**src/rtl/swi_pkg.sv**
```systemverilog
package swi_pkg;

    typedef enum logic [3:0] {
        ST_IDLE     = 4'd0,
        ST_PUSH_PCL = 4'd1,
        ST_PUSH_PCH = 4'd2,
        ST_PUSH_X   = 4'd3,
        ST_PUSH_A   = 4'd4,
        ST_PUSH_CCR = 4'd5,
        ST_VEC_HI   = 4'd6,
        ST_VEC_LO   = 4'd7,
        ST_GAP      = 4'd8,
        ST_PROG0    = 4'd9,
        ST_PROG1    = 4'd10,
        ST_PROG2    = 4'd11
    } swi_state_e;

    localparam logic [7:0] SWI_OPCODE = 8'h83;

    function automatic logic is_push(input swi_state_e s);
        return (s == ST_PUSH_PCL) || (s == ST_PUSH_PCH) || (s == ST_PUSH_X) ||
               (s == ST_PUSH_A)   || (s == ST_PUSH_CCR);
    endfunction

endpackage

```
**src/rtl/swi_ctrl.sv**
```systemverilog
module swi_ctrl
    import swi_pkg::*;
(
    input  logic       clk,
    input  logic       rst,
    input  logic       start,
    output swi_state_e state
);

    swi_state_e state_d;

    always_ff @(posedge clk) begin
        if (rst) state <= ST_IDLE;
        else     state <= state_d;
    end

    always_comb begin
        state_d = state;
        unique case (state)
            ST_IDLE:     state_d = start ? ST_PUSH_PCL : ST_IDLE;
            ST_PUSH_PCL: state_d = ST_PUSH_PCH;
            ST_PUSH_PCH: state_d = ST_PUSH_X;
            ST_PUSH_X:   state_d = ST_PUSH_A;
            ST_PUSH_A:   state_d = ST_PUSH_CCR;
            ST_PUSH_CCR: state_d = ST_VEC_HI;
            ST_VEC_HI:   state_d = ST_VEC_LO;
            ST_VEC_LO:   state_d = ST_GAP;
            ST_GAP:      state_d = ST_PROG0;
            ST_PROG0:    state_d = ST_PROG1;
            ST_PROG1:    state_d = ST_PROG2;
            ST_PROG2:    state_d = ST_IDLE;
            default:     state_d = ST_IDLE;
        endcase
    end

    // a start seen while busy never sends the sequence back to the first push
    a_r8_no_restart: assert property (@(posedge clk) disable iff (rst)
        (state != ST_IDLE && state != ST_PROG2) |=> (state != ST_IDLE && state != ST_PUSH_PCL));

endmodule

```
**src/rtl/swi_ctx.sv**
```systemverilog
module swi_ctx
    import swi_pkg::*;
#(
    parameter int ADDR_W = 16,
    parameter int DATA_W = 8,
    parameter int I_BIT  = 3
) (
    input  logic              clk,
    input  logic              rst,
    input  swi_state_e        state,
    input  logic              start,
    input  logic [ADDR_W-1:0] pc_in,
    input  logic [ADDR_W-1:0] sp_in,
    input  logic [DATA_W-1:0] a_in,
    input  logic [DATA_W-1:0] x_in,
    input  logic [DATA_W-1:0] ccr_in,
    input  logic [DATA_W-1:0] rdata,
    output logic [ADDR_W-1:0] pc_q,
    output logic [ADDR_W-1:0] sp_q,
    output logic [DATA_W-1:0] a_q,
    output logic [DATA_W-1:0] x_q,
    output logic [DATA_W-1:0] ccr_q
);

    localparam int HI_W = ADDR_W - DATA_W;

    logic capture;
    assign capture = (state == ST_IDLE) && start;

    always_ff @(posedge clk) begin
        if (rst) begin
            pc_q  <= '0;
            sp_q  <= '0;
            a_q   <= '0;
            x_q   <= '0;
            ccr_q <= '0;
        end else if (capture) begin
            pc_q  <= pc_in + ADDR_W'(1);
            sp_q  <= sp_in;
            a_q   <= a_in;
            x_q   <= x_in;
            ccr_q <= ccr_in;
        end else begin
            if (is_push(state)) sp_q <= sp_q - ADDR_W'(1);
            if (state == ST_PUSH_CCR) ccr_q[I_BIT] <= 1'b1;
            if (state == ST_VEC_HI) pc_q[ADDR_W-1:DATA_W] <= rdata[HI_W-1:0];
            if (state == ST_VEC_LO) pc_q[DATA_W-1:0] <= rdata;
        end
    end

    // once the CCR byte has been pushed, the mask bit is set
    a_r6_mask_set: assert property (@(posedge clk) disable iff (rst)
        (state == ST_PUSH_CCR) |=> ccr_q[I_BIT]);

    // the saved A and X never move while a sequence runs
    a_r1_ctx_hold: assert property (@(posedge clk) disable iff (rst)
        (state != ST_IDLE) |=> ($stable(a_q) && $stable(x_q)));

endmodule

```
**src/rtl/swi_bus.sv**
```systemverilog
module swi_bus
    import swi_pkg::*;
#(
    parameter int              ADDR_W   = 16,
    parameter int              DATA_W   = 8,
    parameter logic [15:0]     VEC_ADDR = 16'hFFFC
) (
    input  logic              clk,
    input  logic              rst,
    input  swi_state_e        state,
    input  logic [ADDR_W-1:0] pc_q,
    input  logic [ADDR_W-1:0] sp_q,
    input  logic [DATA_W-1:0] a_q,
    input  logic [DATA_W-1:0] x_q,
    input  logic [DATA_W-1:0] ccr_q,
    output logic [ADDR_W-1:0] addr,
    output logic [DATA_W-1:0] wdata,
    output logic              we,
    output logic              re,
    output logic              done
);

    localparam logic [ADDR_W-1:0] VEC_HI_A = ADDR_W'(VEC_ADDR);
    localparam logic [ADDR_W-1:0] VEC_LO_A = ADDR_W'(VEC_ADDR) + ADDR_W'(1);

    always_comb begin
        addr  = '0;
        wdata = '0;
        we    = 1'b0;
        re    = 1'b0;
        done  = 1'b0;
        unique case (state)
            ST_IDLE: ;
            ST_PUSH_PCL: begin addr = sp_q; wdata = pc_q[DATA_W-1:0]; we = 1'b1; end
            ST_PUSH_PCH: begin addr = sp_q; wdata = DATA_W'(pc_q[ADDR_W-1:DATA_W]); we = 1'b1; end
            ST_PUSH_X:   begin addr = sp_q; wdata = x_q;   we = 1'b1; end
            ST_PUSH_A:   begin addr = sp_q; wdata = a_q;   we = 1'b1; end
            ST_PUSH_CCR: begin addr = sp_q; wdata = ccr_q; we = 1'b1; end
            ST_VEC_HI:   begin addr = VEC_HI_A; re = 1'b1; end
            ST_VEC_LO:   begin addr = VEC_LO_A; re = 1'b1; end
            ST_GAP: ;
            ST_PROG0:    begin addr = pc_q;               re = 1'b1; end
            ST_PROG1:    begin addr = pc_q + ADDR_W'(1);  re = 1'b1; end
            ST_PROG2:    begin addr = pc_q + ADDR_W'(2);  re = 1'b1; done = 1'b1; end
            default: ;
        endcase
    end

    // done lasts exactly one clock
    a_r7_done_single: assert property (@(posedge clk) disable iff (rst)
        done |=> !done);

    // the cycle after the low vector read is quiet on the bus
    a_r4_gap_quiet: assert property (@(posedge clk) disable iff (rst)
        (re && addr == VEC_LO_A && state == ST_VEC_LO) |=> (!we && !re));

endmodule

```
**src/rtl/swi_seq.sv**
```systemverilog
module swi_seq
    import swi_pkg::*;
#(
    parameter int          ADDR_W   = 16,
    parameter int          DATA_W   = 8,
    parameter int          I_BIT    = 3,
    parameter logic [15:0] VEC_ADDR = 16'hFFFC
) (
    input  logic              clk,
    input  logic              rst,
    input  logic              start,
    input  logic [ADDR_W-1:0] pc_in,
    input  logic [ADDR_W-1:0] sp_in,
    input  logic [DATA_W-1:0] a_in,
    input  logic [DATA_W-1:0] x_in,
    input  logic [DATA_W-1:0] ccr_in,
    input  logic [DATA_W-1:0] mem_rdata,
    output logic [ADDR_W-1:0] mem_addr,
    output logic [DATA_W-1:0] mem_wdata,
    output logic              mem_we,
    output logic              mem_re,
    output logic [ADDR_W-1:0] pc_out,
    output logic [ADDR_W-1:0] sp_out,
    output logic [DATA_W-1:0] ccr_out,
    output logic              busy,
    output logic              done
);

    swi_state_e        state;
    logic [DATA_W-1:0] a_q;
    logic [DATA_W-1:0] x_q;

    swi_ctrl u_ctrl (
        .clk   (clk),
        .rst   (rst),
        .start (start),
        .state (state)
    );

    swi_ctx #(.ADDR_W(ADDR_W), .DATA_W(DATA_W), .I_BIT(I_BIT)) u_ctx (
        .clk    (clk),
        .rst    (rst),
        .state  (state),
        .start  (start),
        .pc_in  (pc_in),
        .sp_in  (sp_in),
        .a_in   (a_in),
        .x_in   (x_in),
        .ccr_in (ccr_in),
        .rdata  (mem_rdata),
        .pc_q   (pc_out),
        .sp_q   (sp_out),
        .a_q    (a_q),
        .x_q    (x_q),
        .ccr_q  (ccr_out)
    );

    swi_bus #(.ADDR_W(ADDR_W), .DATA_W(DATA_W), .VEC_ADDR(VEC_ADDR)) u_bus (
        .clk   (clk),
        .rst   (rst),
        .state (state),
        .pc_q  (pc_out),
        .sp_q  (sp_out),
        .a_q   (a_q),
        .x_q   (x_q),
        .ccr_q (ccr_out),
        .addr  (mem_addr),
        .wdata (mem_wdata),
        .we    (mem_we),
        .re    (mem_re),
        .done  (done)
    );

    assign busy = (state != ST_IDLE);

    // every stack write lands at the current SP
    a_r2_write_at_sp: assert property (@(posedge clk) disable iff (rst)
        mem_we |-> (mem_addr == sp_out));

    // SP drops by one after each stack write
    a_r2_sp_step: assert property (@(posedge clk) disable iff (rst)
        mem_we |=> (sp_out == $past(sp_out) - ADDR_W'(1)));

    // the two enables never overlap
    a_r10_exclusive: assert property (@(posedge clk) disable iff (rst)
        !(mem_we && mem_re));

    // the bus stays quiet while idle
    a_r10_idle_quiet: assert property (@(posedge clk) disable iff (rst)
        !busy |-> (!mem_we && !mem_re && !done));

    // the block stays busy until the done cycle
    a_r7_busy_until_done: assert property (@(posedge clk) disable iff (rst)
        (busy && !done) |=> busy);

endmodule

```
**config.mk**
```make
export PLATFORM = sky130hd
export DESIGN_NAME = swi_seq
export DESIGN_NICKNAME = d
export VERILOG_FILES = /design/src/rtl/swi_pkg.sv /design/src/rtl/swi_ctrl.sv /design/src/rtl/swi_ctx.sv /design/src/rtl/swi_bus.sv /design/src/rtl/swi_seq.sv
export SDC_FILE = /design/constraint.sdc
export NUM_CORES = 1
export LEC_CHECK = 0
export BUFFER_PORTS_ARGS = -buffer_cell sky130_fd_sc_hd__buf_4
export CORE_ASPECT_RATIO = 1.2
export CORE_MARGIN = 10
export CORE_UTILIZATION = 35
export DETAILED_ROUTE_END_ITERATION = 16
export PLACE_DENSITY = 0.58
export SYNTH_ARGS = -nofsm -noshare
export SYNTH_HDL_FRONTEND = slang
export SYNTH_HIERARCHICAL = 1
export SYNTH_SLANG_ARGS = --single-unit
```
**constraint.sdc**
```tcl
create_clock -name clk -period 2.05 [get_ports clk]
set_input_delay 0 -clock clk [delete_from_list [all_inputs] [get_ports clk]]
set_output_delay 0 -clock clk [all_outputs]
set_load 0.05 [all_outputs]
```
=== Yosys cells after proc, flatten, opt, wreduce, memory -nomap -nowiden ===
Index checks and enable logic that the tools add are counted.

* Register bits after elaboration: 60
* Input port bits: 67
* Logic and storage cells: 50

* Add/sub/neg operators: 4
* Equal/unequal tests: 11
* Mux-type cells: 14
* Reduce and logical (&&, ||, !) cells: 13

{| class="wikitable"
|+ Operators by type and width
! cell !! number
|-
| $pmux W16 S6 || 1
|-
| $mux W16 || 3
|-
| $pmux W4 S11 || 1
|-
| $pmux W8 S5 || 1
|-
| $add A16 B1 Y16 const B || 2
|-
| $add A16 B2 Y16 const B || 1
|-
| $eq A4 B3 Y1 const B || 4
|-
| $eq A4 B4 Y1 const B || 4
|-
| $mux W8 || 2
|-
| $sub A16 B1 Y16 const B || 1
|-
| $reduce_or A5 Y1 || 2
|-
| $eq A4 B2 Y1 const B || 2
|-
| $reduce_bool A2 Y1 || 4
|-
| $mux W1 || 6
|-
| $eq A4 B1 Y1 const B || 1
|-
| $logic_not A4 Y1 || 1
|-
| $logic_or A1 B1 Y1 || 4
|-
| $reduce_bool A4 Y1 || 1
|-
| $logic_and A1 B1 Y1 || 1
|}

=== Depth between registers and ports, before layout ===
Gate-level depths: netlist (run 1).

* Depth in word-level cells: 7
* Depth in mapped cells: 8
* Depth with buffers taken out: 6

=== Hierarchy ===
The synthesis (run 1) kept the hierarchy.

{| class="wikitable"
|+ Modules (own cells, without submodules)
! module !! instances !! cells each !! area each (µm²) !! seq. area each (µm²)
|-
| swi_ctx || 1 || 358 || 2,955.3 || 1,121.1
|-
| swi_bus || 1 || 190 || 1,203.7 || 0.0
|-
| swi_ctrl || 1 || 15 || 157.7 || 80.1
|-
| swi_seq || 1 || 1 || 7.5 || 0.0
|}

=== Worst setup path after synthesis (run 1) ===
Ideal clock, no wire load.

* Kind: register to output
* From: reg u_ctx.pc_q[7]
* To: out mem_addr[10]
* Arrival: 3.180 ns
* Required time: 2.050 ns
* Slack: -1.130 ns
* Stages on the path, launching flop included: 6
* Cell sequence: dfxtp_1 > clkbuf_2 > nand4_2 > nor3_2 > xnor2_1 > o311ai_0

* Word-level cells in the longest chain between the ends: 2

{| class="wikitable"
|+ RTL lines
! element !! line !! RTL
|-
| from (decl) || swi_ctx.sv:18 || <nowiki>output logic [ADDR_W-1:0] pc_q,</nowiki>
|-
| from (signal assigned) || swi_ctx.sv:38 || <nowiki>pc_q <= pc_in + ADDR_W'(1);</nowiki>
|-
| from (signal, indexed assignment) || swi_ctx.sv:46 || <nowiki>if (state == ST_VEC_HI) pc_q[ADDR_W-1:DATA_W] <= rdata[HI_W-1:0];</nowiki>
|-
| from (signal, indexed assignment) || swi_ctx.sv:47 || <nowiki>if (state == ST_VEC_LO) pc_q[DATA_W-1:0] <= rdata;</nowiki>
|-
| $add A16 B2 Y16 or $add A16 B1 Y16 (tied branches) || swi_bus.sv:44, swi_bus.sv:43 ||
|-
| $pmux W16 S6 (*) || swi_bus.sv:32 || <nowiki>unique case (state)</nowiki>
|-
| to (decl) || swi_seq.sv:18 || <nowiki>output logic [ADDR_W-1:0] mem_addr,</nowiki>
|}

Every way passes the cells marked *; elsewhere a longest branch is shown, timed or not.

=== Final worst setup path (run 1) ===
* From: reg u_ctx.pc_q[0]
* To: out mem_addr[12]

Same word-level chain as after synthesis.

==> results of run 1 <==
power by group through the flow:
stage	logic [mW]	clock network (mW)	registers (mW)
final	2.59	1.80	1.56
after global placement	2.47	0	1.58
after detailed placement	2.49	0	1.58
after global routing	2.76	1.90	1.58
after floorplan	1.18	0	1.97
after CTS	2.58	1.82	1.55
metal layers:
layer  part of all wire [%]  routed length [um]
met2                     51                9410
met4                    2.4                 444
met1                     39                7100
met3                    7.2                1320
met5                      0                   0
layout by cell type (no fill, tap or decap), types with 5 or more instances in the layout:
cell type / instances
nor2_1: 29
nor3_1: 14
a21oi_1: 52
a221o_1: 8
mux2_2: 8
a22oi_1: 23
a31oi_1: 9
buf_6: 6
buf_4: 173
dfxtp_1: 51
dfxtp_2: 6
mux2i_1: 7
inv_1: 10
nor4_1: 9
o211ai_1: 6
xor2_1: 7
clkbuf_16: 9
o21ai_1: 6
a21o_1: 6
o21ai_0: 27
nand2_1: 81
or3_1: 8
a211oi_1: 7
buf_12: 5
dlygate4sd3_1: 38
nand4_1: 7
nor3_2: 5
xnor2_1: 15
nand3_1: 25
repair_timing:
action / in CTS / in global routing
endpoints found under the setup margin: 24 / 21
resized for setup: 20 / 12
hold buffers: 38 / 0
pin swaps: 2 / 6
setup buffers: 3 / 1
cloned: 0 / 0
hold endpoints to repair: 38 / 0
path summary, 6_finish.rpt:
check                              from                         end  cells past startpoint
min reg2reg   u_ctx/x_q[5]$_SDFFE_PP0P_   u_ctx/x_q[5]$_SDFFE_PP0P_                      2
min                            sp_in[9]  u_ctx/sp_q[9]$_SDFFE_PP0P_                      3
max          u_ctx/pc_q[0]$_SDFFE_PP0P_                mem_addr[12]                      5
max reg2reg  u_ctrl/state[0]$_SDFF_PP0_  u_ctx/sp_q[4]$_SDFFE_PP0P_                      4
state kept, by name, indices dropped and copies added (netlist names):
register      count
u_ctx/pc_q       16
u_ctx/a_q         8
u_ctx/sp_q       16
u_ctx/x_q         8
u_ctx/ccr_q       8
u_ctrl/state      4
worst max-delay path, delay by kind of cell, from the launching register on:
kind | cells | cell delay [ps]
simple gates | 1 | 440
buf+inv | 1 | 210
compound gates | 1 | 310
mux | 1 | 110
fa+ha+maj | 1 | 220
flops | 1 | 380
through the flow:
| stage | hold slack [ps] | setup TNS, ps |
|---|---|---|
| floorplan | 69.1 | -84.8 |
| global placement | 225 | 0 |
| detailed placement | 237 | -31.5 |
| CTS | 0.880 | -31.5 |
| global route | 16.8 | -36.7 |
| finish | 2.07 | 0 |
cell families (layout without fill, tap and decap cells):
group | count (synthesis) | count (layout) | synth area share [%]
simple gates | 221 | 221 | 26.8
compound gates | 188 | 188 | 29.9
flops | 60 | 60 | 27.8
buf+inv | 53 | 249 | 5.99
xor+xnor | 22 | 22 | 4.46
mux | 16 | 16 | 3.94
fa+ha+maj | 4 | 4 | 1.16
layout make-up:
cell class                 count  area [sq um]  share of cell area (%)
clock buffer                   9           225                    3.39
clock inverter                 7           124                    1.86
inverter                      11          41.3                   0.621
multi-input combinational    451          2990                    45.0
sequential                    60          1220                    18.3
tap                          161           201                    3.03
timing repair buffer         222          1850                    27.8
==> flow_summary.yaml, run 1 <==
run_status:
  outcome: "finished, final reports clean"
sta:
  worst_slack_ps: 37.0
  finalCritPeriodShare_pct: 98.2
  max_freq_mhz: 497
  maxSlewViolCount: 0
  setup-violations-final: 0
  hold_viol_final: 0
  fin_skew_ps: 6.73
  rsz0062_at_grt: "yes"
  tightest_slew_ps: 618
  slew_headroom_pct: 58.4
  min_period_ps: 2010
pwr:
  pwr-share-comb_pct: 43.6
  total_power_mw: 5.95
  power_frac_seq_pct: 26.1
  ir_worst_vdd_uv: 449
  p_sw_share_pct: 41.3
  switchingPower_mw: 2.46
  p_leak_nw: 2.74
  p_int_mw: 3.49
  p_per_area_mw_per_mm2: 895
  p_clk_share_pct: 30.3
setup_path:
  critPathCaptureType: "primary output"
  worstSetupPathType: "reg -> out"
  slowest_stage: "or3_4"
  startpoint_type: "register"
  arrival_ps: 2010
  r2r_slack_ps: 210
  crit_chain: "ha_2 > mux2i_2 > or3_4 > o311ai_4 > buf_6"
  cp_max_fo: 4
  required_ps: 2050
  cpPeakStageDelay_ps: 440
cells_and_area:
  diodes: 0
  final_layout_size_suffix_gt1_share_pct: 34.2
  final_cells: 921
  fill_cells: 1157
  stdcell_area_sq_mm: 0.00665
  fin_nets: 826
  final_util_pct: 54.9
  syn_to_final_growth_pct: 53.8
placement:
  dpl.hpwl_mm: 13.8
  io_buffer_count: 134
  gp_congestion: 0.879
  place_area_sq_mm: 0.00579
  dp_cells: 863
  dpl_worst_slack_ps: -24.5
floorplanning:
  num_rows: 44
  core_area_sq_mm: 0.0121
  io_pins: 135
  start_util_pct: 35.7
  die_h_um: 142
  die_w_um: 121
  fp.dieArea_sq_mm: 0.0172
synth:
  netlist_instances: 564
  yosys_most_used_dff: "dfxtp_1"
  synthMostInstantiatedCell: "nand2_1"
  syn_nets: 635
  yosys_warnings: 6
  synth-seq-area-share_pct: 27.8
  synth_top_area_share_pct: 27.8
  synth.area.top_cells: "dfxtp_1 28%, nand2_1 7.0%, a21oi_1 6.1%"
  ys_top_cells_by_count: "81 x nand2_1, 60 x dfxtp_1, 53 x a21oi_1"
  avgSynthCellArea_sq_um: 7.67
  synth_cell_types: 73
  syn_area_sq_mm: 0.00432
  yosysTopAreaCell: "dfxtp_1"
  synth_edf_count: 0
  async_flop_share_pct: 0
  synth_seq_cells: 60
routing:
  drtPass1Iterations: 5
  drt-total-wl_mm: 18.3
  avgRoutedWirePerCell_um: 19.8
  vias_per_cell: 5.70
  postRouteAntennaNets: 0
  drtIter0Drc: 382
  drc: 0
  vias: 5254
clock_tree:
  cts-buffers-inserted: 9
  htree_levels: 3
  cts.sinks: 60
  clkTransAtPathRegs_ps: 50
  clk_latency_ps: 340
  cts_tree: "done"
  cts-root-buf: "clkbuf_16"
  cts_buffer_depth: 2
hold_path:
  hold_path_class: "in -> reg"
global_routing:
  antenna_found_initial: 0
  grt_pass1_wl_mm: 28.8
  grtUsageMet3_pct: 5.84
  grtUsageMet2_pct: 37.1
  grt.busiest_layer: "met2"
  grt_max_degree: 51
  overflow: 0
  grt_pass1_vias: 5305
  use_met1_pct: 22.8
  grtUsageTotal_pct: 20.9
job:
  maxCapViolCount: 0
No activity file was read; power rests on OpenSTA's default activity.
==> run 2: changes to the inputs <==
ABC_AREA = 1   (was not set)
GPL_ROUTABILITY_DRIVEN = 0   (was not set)
clock period = 2 ns   (was 2.05 ns; I/O delays follow)
==> flow_summary.yaml, run 2 <==
job:
  maxCapViolCount: 0
clock_tree:
  htree_levels: 3
  cts.sinks: 60
  cts_buffer_depth: 2
  cts-buffers-inserted: 9
  cts_tree: "done"
  clk_latency_ps: 330
  clkTransAtPathRegs_ps: 50
  cts-root-buf: "clkbuf_16"
cells_and_area:
  layout_common_cells: "244 x nand2_1, 153 x buf_4, 92 x nand3_1"
  diodes: 0
  final_cells: 1123
  fin_nets: 1026
  final_layout_size_suffix_gt1_share_pct: 23.8
  fill_cells: 1387
  layout_commonest_cell: "nand2_1"
  top_regs: "u_ctx/pc_q: 16 flops, u_ctx/sp_q: 16 flops"
  syn_to_final_growth_pct: 42.0
  final_util_pct: 50.9
setup_path:
  critical_path_buf_inv_count: 2
  required_ps: 2000
  cpLargestDelayFamily: "simple AND/OR/NAND/NOR gates"
  crit_chain: "ha_2 > nand2_2 > nor2_4 > buf_4 > nand2_1 > nand3_1 > nand4_1 > buf_4"
  worstSetupPathType: "reg -> out"
  critPathCaptureType: "primary output"
  cp_common_cell: "buf_4"
  arrival_ps: 1940
  cp_max_fo: 8
  startpoint_type: "register"
  cpPeakStageDelay_ps: 400
  slowest_stage: "dfxtp_4"
synth:
  synth.area.top_cells: "dfxtp_1 26%, nand2_1 20%, nand3_1 10%"
  synth_seq_cells: 60
  synth_top_area_share_pct: 26.4
  yosys_warnings: 6
  ys_top_cells_by_count: "245 x nand2_1, 94 x nand3_1, 72 x nor2_1"
  synth_cell_types: 33
  async_flop_share_pct: 0
  syn_nets: 852
  avgSynthCellArea_sq_um: 5.84
  syn_area_sq_mm: 0.00456
  yosys_most_used_dff: "dfxtp_1"
  netlist_instances: 781
  synth-seq-area-share_pct: 26.4
  yosysTopAreaCell: "dfxtp_1"
  synthMostInstantiatedCell: "nand2_1"
  synth_edf_count: 0
sta:
  finalCritPeriodShare_pct: 96.9
  setup-violations-final: 0
  maxSlewViolCount: 0
  fin_skew_ps: 7.58
  max_freq_mhz: 516
  holdWs_ps: 18.3
  tightest_slew_ps: 647
  min_period_ps: 1940
  rsz0062_at_grt: "yes"
  slew_headroom_pct: 56.8
  hold_viol_final: 0
pwr:
  total_power_mw: 5.55
  p_leak_nw: 3.06
  p_per_area_mw_per_mm2: 857
  ir_worst_vdd_uv: 360
global_routing:
  grt_pass1_wl_mm: 28.1
  grt_pass1_vias: 5417
  grtUsageTotal_pct: 19.5
  overflow: 0
  antenna_found_initial: 0
  grt_max_degree: 40
floorplanning:
  io_pins: 135
  die_w_um: 124
  fp.dieArea_sq_mm: 0.0180
  start_util_pct: 35.8
  core_area_sq_mm: 0.0127
  num_rows: 45
  die_h_um: 145
run_status:
  outcome: "finished, final reports clean"
routing:
  drc: 0
  vias: 5596
  drt-met1-wl_mm: 7.74
  vias_per_cell: 4.98
  drtPass1Iterations: 5
  topRoutingLayerUsed: "met4"
  postRouteAntennaNets: 0
  route.met2.wl_mm: 8.76
  avgRoutedWirePerCell_um: 16.2
  drt-total-wl_mm: 18.2
  drtIter0Drc: 299
  wl_met3_mm: 1.17
placement:
  dp_cells: 1070
  dpl.hpwl_mm: 14.3
  io_buffer_count: 134
hold_path:
  hold_path_class: "in -> reg"
run 2: cell types whose count changed in the layout (fill, tap and decap cells not counted), moves of 9 or more:
cell | before | now
a22oi_1 | 23 | 0
nor2_1 | 29 | 70
inv_1 | 10 | 71
nand2_1 | 81 | 244
inv_2 | 0 | 10
nand3_1 | 25 | 92
nor2_2 | 1 | 10
nor4_1 | 9 | 0
buf_4 | 173 | 153
o21ai_0 | 27 | 50
xnor2_1 | 15 | 3
run 2: worst paths after layout:
| check | startpoint | to | slack (ps) | cells after the start |
|---|---|---|---|---|
| min | mem_rdata[2] | u_ctx/pc_q[10]$_SDFFE_PP0P_ | 20 | 3 |
| min reg2reg | u_ctx/x_q[6]$_SDFFE_PP0P_ | u_ctx/x_q[6]$_SDFFE_PP0P_ | 470 | 2 |
| max reg2reg | u_ctrl/state[2]$_SDFF_PP0_ | u_ctx/sp_q[3]$_SDFFE_PP0P_ | 190 | 8 |
| max | u_ctx/pc_q[1]$_SDFFE_PP0P_ | mem_addr[5] | 60 | 8 |
run 2: timing repair:
item                                   in CTS  in global routing
pin swaps                                   1                  1
buffers inserted                            0                  5
gates resized for setup                     4                 18
setup endpoints to repair                  14                 23
gates cloned                                0                  1
endpoints found under the hold margin      39                  0
hold buffers                               32                  0
run 2: kinds of logic after synthesis:
| kind of cell | synth area share, % |
|---|---|
| compound gates | 16.0 |
| xor+xnor | 1.54 |
| fa+ha+maj | 1.10 |
| buf+inv | 10.7 |
| flops | 26.4 |
| simple gates | 44.2 |
run 2: routing by layer:
| metal | global-route usage (%) | vias to the layer above |
|---|---|---|
| met5 | 0 | - |
| met4 | 8.48 | 0 |
| met3 | 4.03 | 30 |
| met2 | 32.2 | 163 |
| met1 | 23.4 | 2504 |
| li1 | - | 2899 |
run 2: report_power, final:
group | internal [mW] | switching (mW)
clock | 0.964 | 0.536
combinational | 0.798 | 1.66
sequential | 1.36 | 0.234
run 2: stage by stage:
stage | worst slack (ps) | area (sq um) | setup TNS, ps
final | 62.5 | 6470 | 0
after global placement | 226 | 5740 | 0
after detailed placement | 228 | 5740 | 0
after global routing | -9.75 | 6470 | -21.5
after floorplan | -216 | 4560 | -1300
after CTS | 3.21 | 6360 | 0
run 2: worst min-delay path: cells and delay by family:
family | cells | cell delay [ps]
AO/OA/AOI/OAI | 2 | 220
buffers and inverters | 1 | 90
run 2: layout make-up:
type	count	area, sq um	area share (%)
multi-input combinational	612	2930	45.2
timing repair buffer	190	1530	23.7
sequential	60	1210	18.7
inverter	82	308	4.75
clock buffer	14	284	4.39
tap	164	205	3.17
clock inverter	1	5.00	0.0773
